### src/rtl/vacc_pkg.sv
package vacc_pkg;
  typedef struct packed {
    logic loadA;
    logic clearB;
    logic addB;
  } vaccCtrl_t;
endpackage

### src/rtl/vacc_ctrl.sv
module vacc_ctrl
  import vacc_pkg::*;
(
  input  logic      clk,
  input  logic      rstN,
  input  logic      loadStb,
  input  logic      accStb,
  input  logic      clrStb,
  output vaccCtrl_t ctrl,
  output logic      stepValid
);
  logic addGo;

  // clear has priority over accumulate
  assign addGo = accStb & ~clrStb;

  always_comb begin
    ctrl.loadA  = loadStb;
    ctrl.clearB = clrStb;
    ctrl.addB   = addGo;
  end

  // one-cycle marker aligned with the new sum
  always_ff @(posedge clk or negedge rstN) begin
    if (!rstN) stepValid <= 1'b0;
    else       stepValid <= addGo;
  end
endmodule

### src/rtl/vacc_datapath.sv
module vacc_datapath
  import vacc_pkg::*;
#(
  parameter int DATA_W = 32,
  localparam int OFF_W = $clog2(DATA_W)
) (
  input  logic              clk,
  input  logic              rstN,
  input  vaccCtrl_t         ctrl,
  input  logic [DATA_W-1:0] loadData,
  input  logic [OFF_W-1:0]  offset,
  output logic [DATA_W-1:0] aValue,
  output logic [DATA_W-1:0] offsetView,
  output logic [DATA_W-1:0] sumOut
);
  logic [DATA_W-1:0] regA;
  logic [DATA_W-1:0] regB;
  logic [DATA_W-1:0] stage [OFF_W+1];

  always_ff @(posedge clk or negedge rstN) begin
    if (!rstN)           regA <= '0;
    else if (ctrl.loadA) regA <= loadData;
  end

  // the add reads regA before any same-edge load
  always_ff @(posedge clk or negedge rstN) begin
    if (!rstN)            regB <= '0;
    else if (ctrl.clearB) regB <= '0;
    else if (ctrl.addB)   regB <= regB + regA;
  end

  // logarithmic left shifter, one stage per offset bit
  assign stage[0] = regA;
  for (genvar k = 0; k < OFF_W; k++) begin : g_shift
    localparam int SH = 1 << k;
    assign stage[k+1] = offset[k] ? {stage[k][DATA_W-1-SH:0], {SH{1'b0}}}
                                  : stage[k];
  end

  assign aValue     = regA;
  assign offsetView = stage[OFF_W];
  assign sumOut     = regB;
endmodule

### src/rtl/vector_accum.sv
module vector_accum
  import vacc_pkg::*;
#(
  parameter int DATA_W = 32,
  localparam int OFF_W = $clog2(DATA_W)
) (
  input  logic              clk,
  input  logic              rstN,
  input  logic              loadStb,
  input  logic [DATA_W-1:0] loadData,
  input  logic [OFF_W-1:0]  offset,
  input  logic              accStb,
  input  logic              clrStb,
  output logic [DATA_W-1:0] offsetView,
  output logic [DATA_W-1:0] sumOut,
  output logic              stepValid
);
  vaccCtrl_t         ctrl;
  logic [DATA_W-1:0] aValue;

  vacc_ctrl u_ctrl (
    .clk(clk), .rstN(rstN), .loadStb(loadStb), .accStb(accStb),
    .clrStb(clrStb), .ctrl(ctrl), .stepValid(stepValid)
  );

  vacc_datapath #(.DATA_W(DATA_W)) u_dp (
    .clk(clk), .rstN(rstN), .ctrl(ctrl), .loadData(loadData),
    .offset(offset), .aValue(aValue), .offsetView(offsetView),
    .sumOut(sumOut)
  );
endmodule

### config.mk
export PLATFORM = sky130hd
export DESIGN_NAME = vector_accum
export DESIGN_NICKNAME = d
export VERILOG_FILES = /design/src/rtl/vacc_pkg.sv /design/src/rtl/vacc_ctrl.sv /design/src/rtl/vacc_datapath.sv /design/src/rtl/vector_accum.sv
export SDC_FILE = /design/constraint.sdc
export NUM_CORES = 1
export LEC_CHECK = 0
export BUFFER_PORTS_ARGS = -buffer_cell sky130_fd_sc_hd__clkbuf_2
export CAP_MARGIN = 20
export CORE_MARGIN = 2
export CORE_UTILIZATION = 57
export CTS_CLUSTER_DIAMETER = 50
export DETAILED_ROUTE_END_ITERATION = 10
export PLACE_DENSITY = 0.85
export SYNTH_ARGS = -nofsm -noshare
export SYNTH_HDL_FRONTEND = slang
export SYNTH_HIERARCHICAL = 1
export SYNTH_SLANG_ARGS = --single-unit
### constraint.sdc
create_clock -name clk -period 2.8 [get_ports clk]
set_clock_uncertainty 0.1 [all_clocks]
set_input_delay 0.14 -clock clk [delete_from_list [all_inputs] [get_ports clk]]
set_output_delay 0.14 -clock clk [all_outputs]
set_load 0.02 [all_outputs]
==> reports/results.tsv <==
stage	metric	value	unit
floorplan	coreArea	10200	µm²
yosys	postSynthCellCount	663	
grt	antenna_found_initial	0	
flow_run	drv_cap	0	
timing	rsz0062_at_grt	true	
timing	setup-tns-final	-7.18	ps
timing	relSlewSlack	41.8	%
cells_and_area	drive_above_1_share	31.1	%
route	firstDrtPassIters	5	
cells_and_area	multi_input_comb_area	4000	µm²
floorplan	dieArea	11200	µm²
grt	grtUsageMet2	48.5	%
clock_network	cts_sinks	65	
floorplan	fp.dieH	106	µm
critical_path	crit_type	flip-flop to flip-flop	
floorplan	rows	37	
timing	worst_pin_slew	873	ps
yosys	yosysSeqAreaShare	27.6	%
yosys	synth_mux_area_share	21.9	%
grt	grt.total_usage	30.9	%
min_path	hp-class	primary input to flip-flop	
run_status	violations	setup timing	
cells_and_area	n_antenna_cell	0	
power_and_ir_drop	p_sw_share	39.4	%
clock_network	cts_tree	done	
placement	gp_congestion	0.973	
floorplan	initial_core_util	57.9	%
cells_and_area	seqCellArea	1630	µm²
grt	grt_max_degree	38	
power_and_ir_drop	p_per_area	492	nW/µm²
clock_network	insertion_delay	350	ps
power_and_ir_drop	seq_power_share	32.9	%
clock_network	htreeDepth	3	
grt	grt.met1_usage	43.3	%
timing	finalCritPeriodShare	100	%
yosys	synth_adder_area_share	6.92	%
grt	overflow	0	
yosys	yosys_warnings	6	
cells_and_area	fin_util	70.1	%
clock_network	cts-buffers-inserted	9	
route	drt_iter0_drc	502	
placement	portBuffers	106	
yosys	synth_compound_area_share	18.3	%
clock_network	cts.clk_slew.worst_paths	70	ps
yosys	syn_avg_cell_area	8.89	µm²
timing	setup_violations	1	
yosys	synth-seq-cells	65	
cells_and_area	nFillCells	777	
power_and_ir_drop	ir_worst_vdd	0.379	mV
yosys	ys.flop_type	dfrtp_1	
timing	max_clock_freq	356	MHz
route	routedWlPerCell	18.3	µm
clock_network	cts_root_buffer	clkbuf_8	
critical_path	worstPathArrival	2940	ps
grt	grt_pass1_wl	27600	µm
critical_path	endpoint_kind	flip-flop	
cells_and_area	area_growth	21.2	%
yosys	synthArstFlopShare	100	%
route	drc	0	
placement	place_hpwl	12000	µm
floorplan	die_x	106	µm
critical_path	setup.worst_path.start_class	flip-flop	
cells_and_area	fin_nets	866	
grt	grt_pass1_vias	5368	
critical_path	critPathMaxFanout	3	
yosys	yosys.area_share.simple	15.7	%
floorplan	ios	107	
power_and_ir_drop	pwr-share-clk	22.7	%
power_and_ir_drop	p_int	2130	µW
cells_and_area	stdcell_area	7140	µm²
yosys	ys_types	66	
power_and_ir_drop	power	3510	µW
timing	period_minus_slack	2810	ps
power_and_ir_drop	comb_power_share	44.4	%
grt	met3_usage	4.76	%
yosys	synth_area	5890	µm²
timing	finalMaxSlewViolations	0	
route	via_per_inst	6.08	
timing	fin_ws	-7.18	ps
power_and_ir_drop	p_sw	1380	µW
route	vias	5677	
placement	placed_cell_area	6470	µm²
critical_path	required	2940	ps
timing	hold_violations	0	
route	routed_wl	17100	µm
power_and_ir_drop	leakage	0.00350	µW
route	antenna_left	0	
run_status	status	complete, but fails checks	
yosys	synthXorXnorAreaFrac	3.72	%
yosys	syn_nets	737	
grt	top_usage_layer	met2	
clock_network	cts_buffer_depth	2	
yosys	synth-edff-count	0	
yosys	synth_top_family_by_area	multiplexers	
==> cells in the mapped netlist, drive strengths merged (2+ instances only) <==
library cell	n	area share (%)
xor2	14	2.1
dfrtp	65	28
o21bai	3	0.38
a21o	20	2.6
and3	4	0.45
a211o	4	0.59
buf	24	2.7
clkbuf	30	2.5
o21ai	40	3.7
o21a	3	0.38
nor4b	2	0.30
nand3b	2	0.25
mux2i	57	9.7
nand3	11	1.0
nand2b	8	0.85
o22ai	10	1.1
a31o	3	0.45
a31oi	7	0.74
o211ai	2	0.34
nand4	8	0.96
ha	31	6.6
clkinv	2	0.13
xnor2	11	1.6
a211oi	14	2.0
a21oi	55	5.0
nor2	75	4.8
o2111ai	2	0.40
inv	9	0.57
nor3	3	0.25
nor2b	15	1.7
nand2	62	4.0
mux4	11	4.2
or3	2	0.21
mux2	42	8.0
==> critical path, cell delays in order, from the launching register on <==
cell and delay [ps]:
dfrtp_1 390, ha_2 210, inv_2 40, fa_2 360, nor2b_2 150, o31a_1 170, o21bai_2 90, a21oi_2 260
o21ai_2 110, o21ai_2 220, a31oi_2 130, and4b_1 220, a211o_1 220
==> layout by cell type, fill, tap and decap left out, drive strengths merged, types with 20 or more instances in the layout <==
cell type	count
clkbuf	119
nor2	75
dfrtp	65
nand2	62
mux2i	57
a21oi	55
mux2	42
o21ai	40
dlygate4sd3	33
buf	33
ha	31
a21o	20
==> final timing paths <==
check                      slack (ps)             from               to  cells past startpoint
min reg2reg                       430  u_dp/sumOut[29]  u_dp/sumOut[29]                      2
max in group asynchronous        1910             rstN  u_dp/aValue[11]                      3
max reg2reg                        -7   u_dp/aValue[0]  u_dp/sumOut[26]                     12
min in group asynchronous         290             rstN  u_dp/aValue[31]                      3
min                               130           clrStb  u_dp/sumOut[28]                      3
max                                -7   u_dp/aValue[0]  u_dp/sumOut[26]                     12
==> routing by layer <==
metal  vias to the layer above  part of all wire, %
met5                         -                    0
met2                       285                   46
li1                       2641                    -
met3                        44                  6.5
met1                      2707                   44
met4                         0                  2.7
==> through the flow <==
stage	instances	setup WS, ps	hold slack [ps]
5_1_grt	933	-131	141
2_1_floorplan	663	168	-256
6_report	933	-7.18	131
4_1_cts	930	55.6	73.1
3_5_place_dp	875	-11.0	83.5
3_3_place_gp	875	119	76.2
==> layout make-up <==
class                   count  share of cell area [%]
inverters                  11                   0.631
well taps                 136                    2.38
repair buffers            172                    15.5
clock inverters             3                   0.561
multi-input cells         533                    56.0
flip-flops and latches     65                    22.8
clock buffers              13                    2.08
==> kinds of logic after synthesis <==
kind of cell,Yosys count
DFF,65
xor gates and xnor gates,25
adders and majority gates,32
muxes,110
and+or+nand+nor,198
AOI/OAI and AO/OA,168
buffers and inverters,65
==> repair_timing <==
action                                  in CTS  in global routing
hold buffers                                33                  0
pin swaps                                    3                  7
endpoints found under the hold margin       97                  0
endpoints found under the setup margin       2                 14
setup buffers                                6                  3
gates resized for setup                      2                 18
==> state kept, by name, summed over array words and instances (netlist names) <==
register,cells
u_dp/sumOut,32
u_ctrl/stepValid,1
u_dp/aValue,32
==> power groups by stage <==
stage	Clock (µW)	Sequential [µW]	Combinational [µW]
6_report	797	1160	1560
4_1_cts	816	1150	1480
5_1_grt	859	1170	1680
3_5_place_dp	0	1160	1420
3_3_place_gp	0	1160	1410
2_1_floorplan	0	1180	1030
Note: power is estimated with default switching activity, not from simulation.
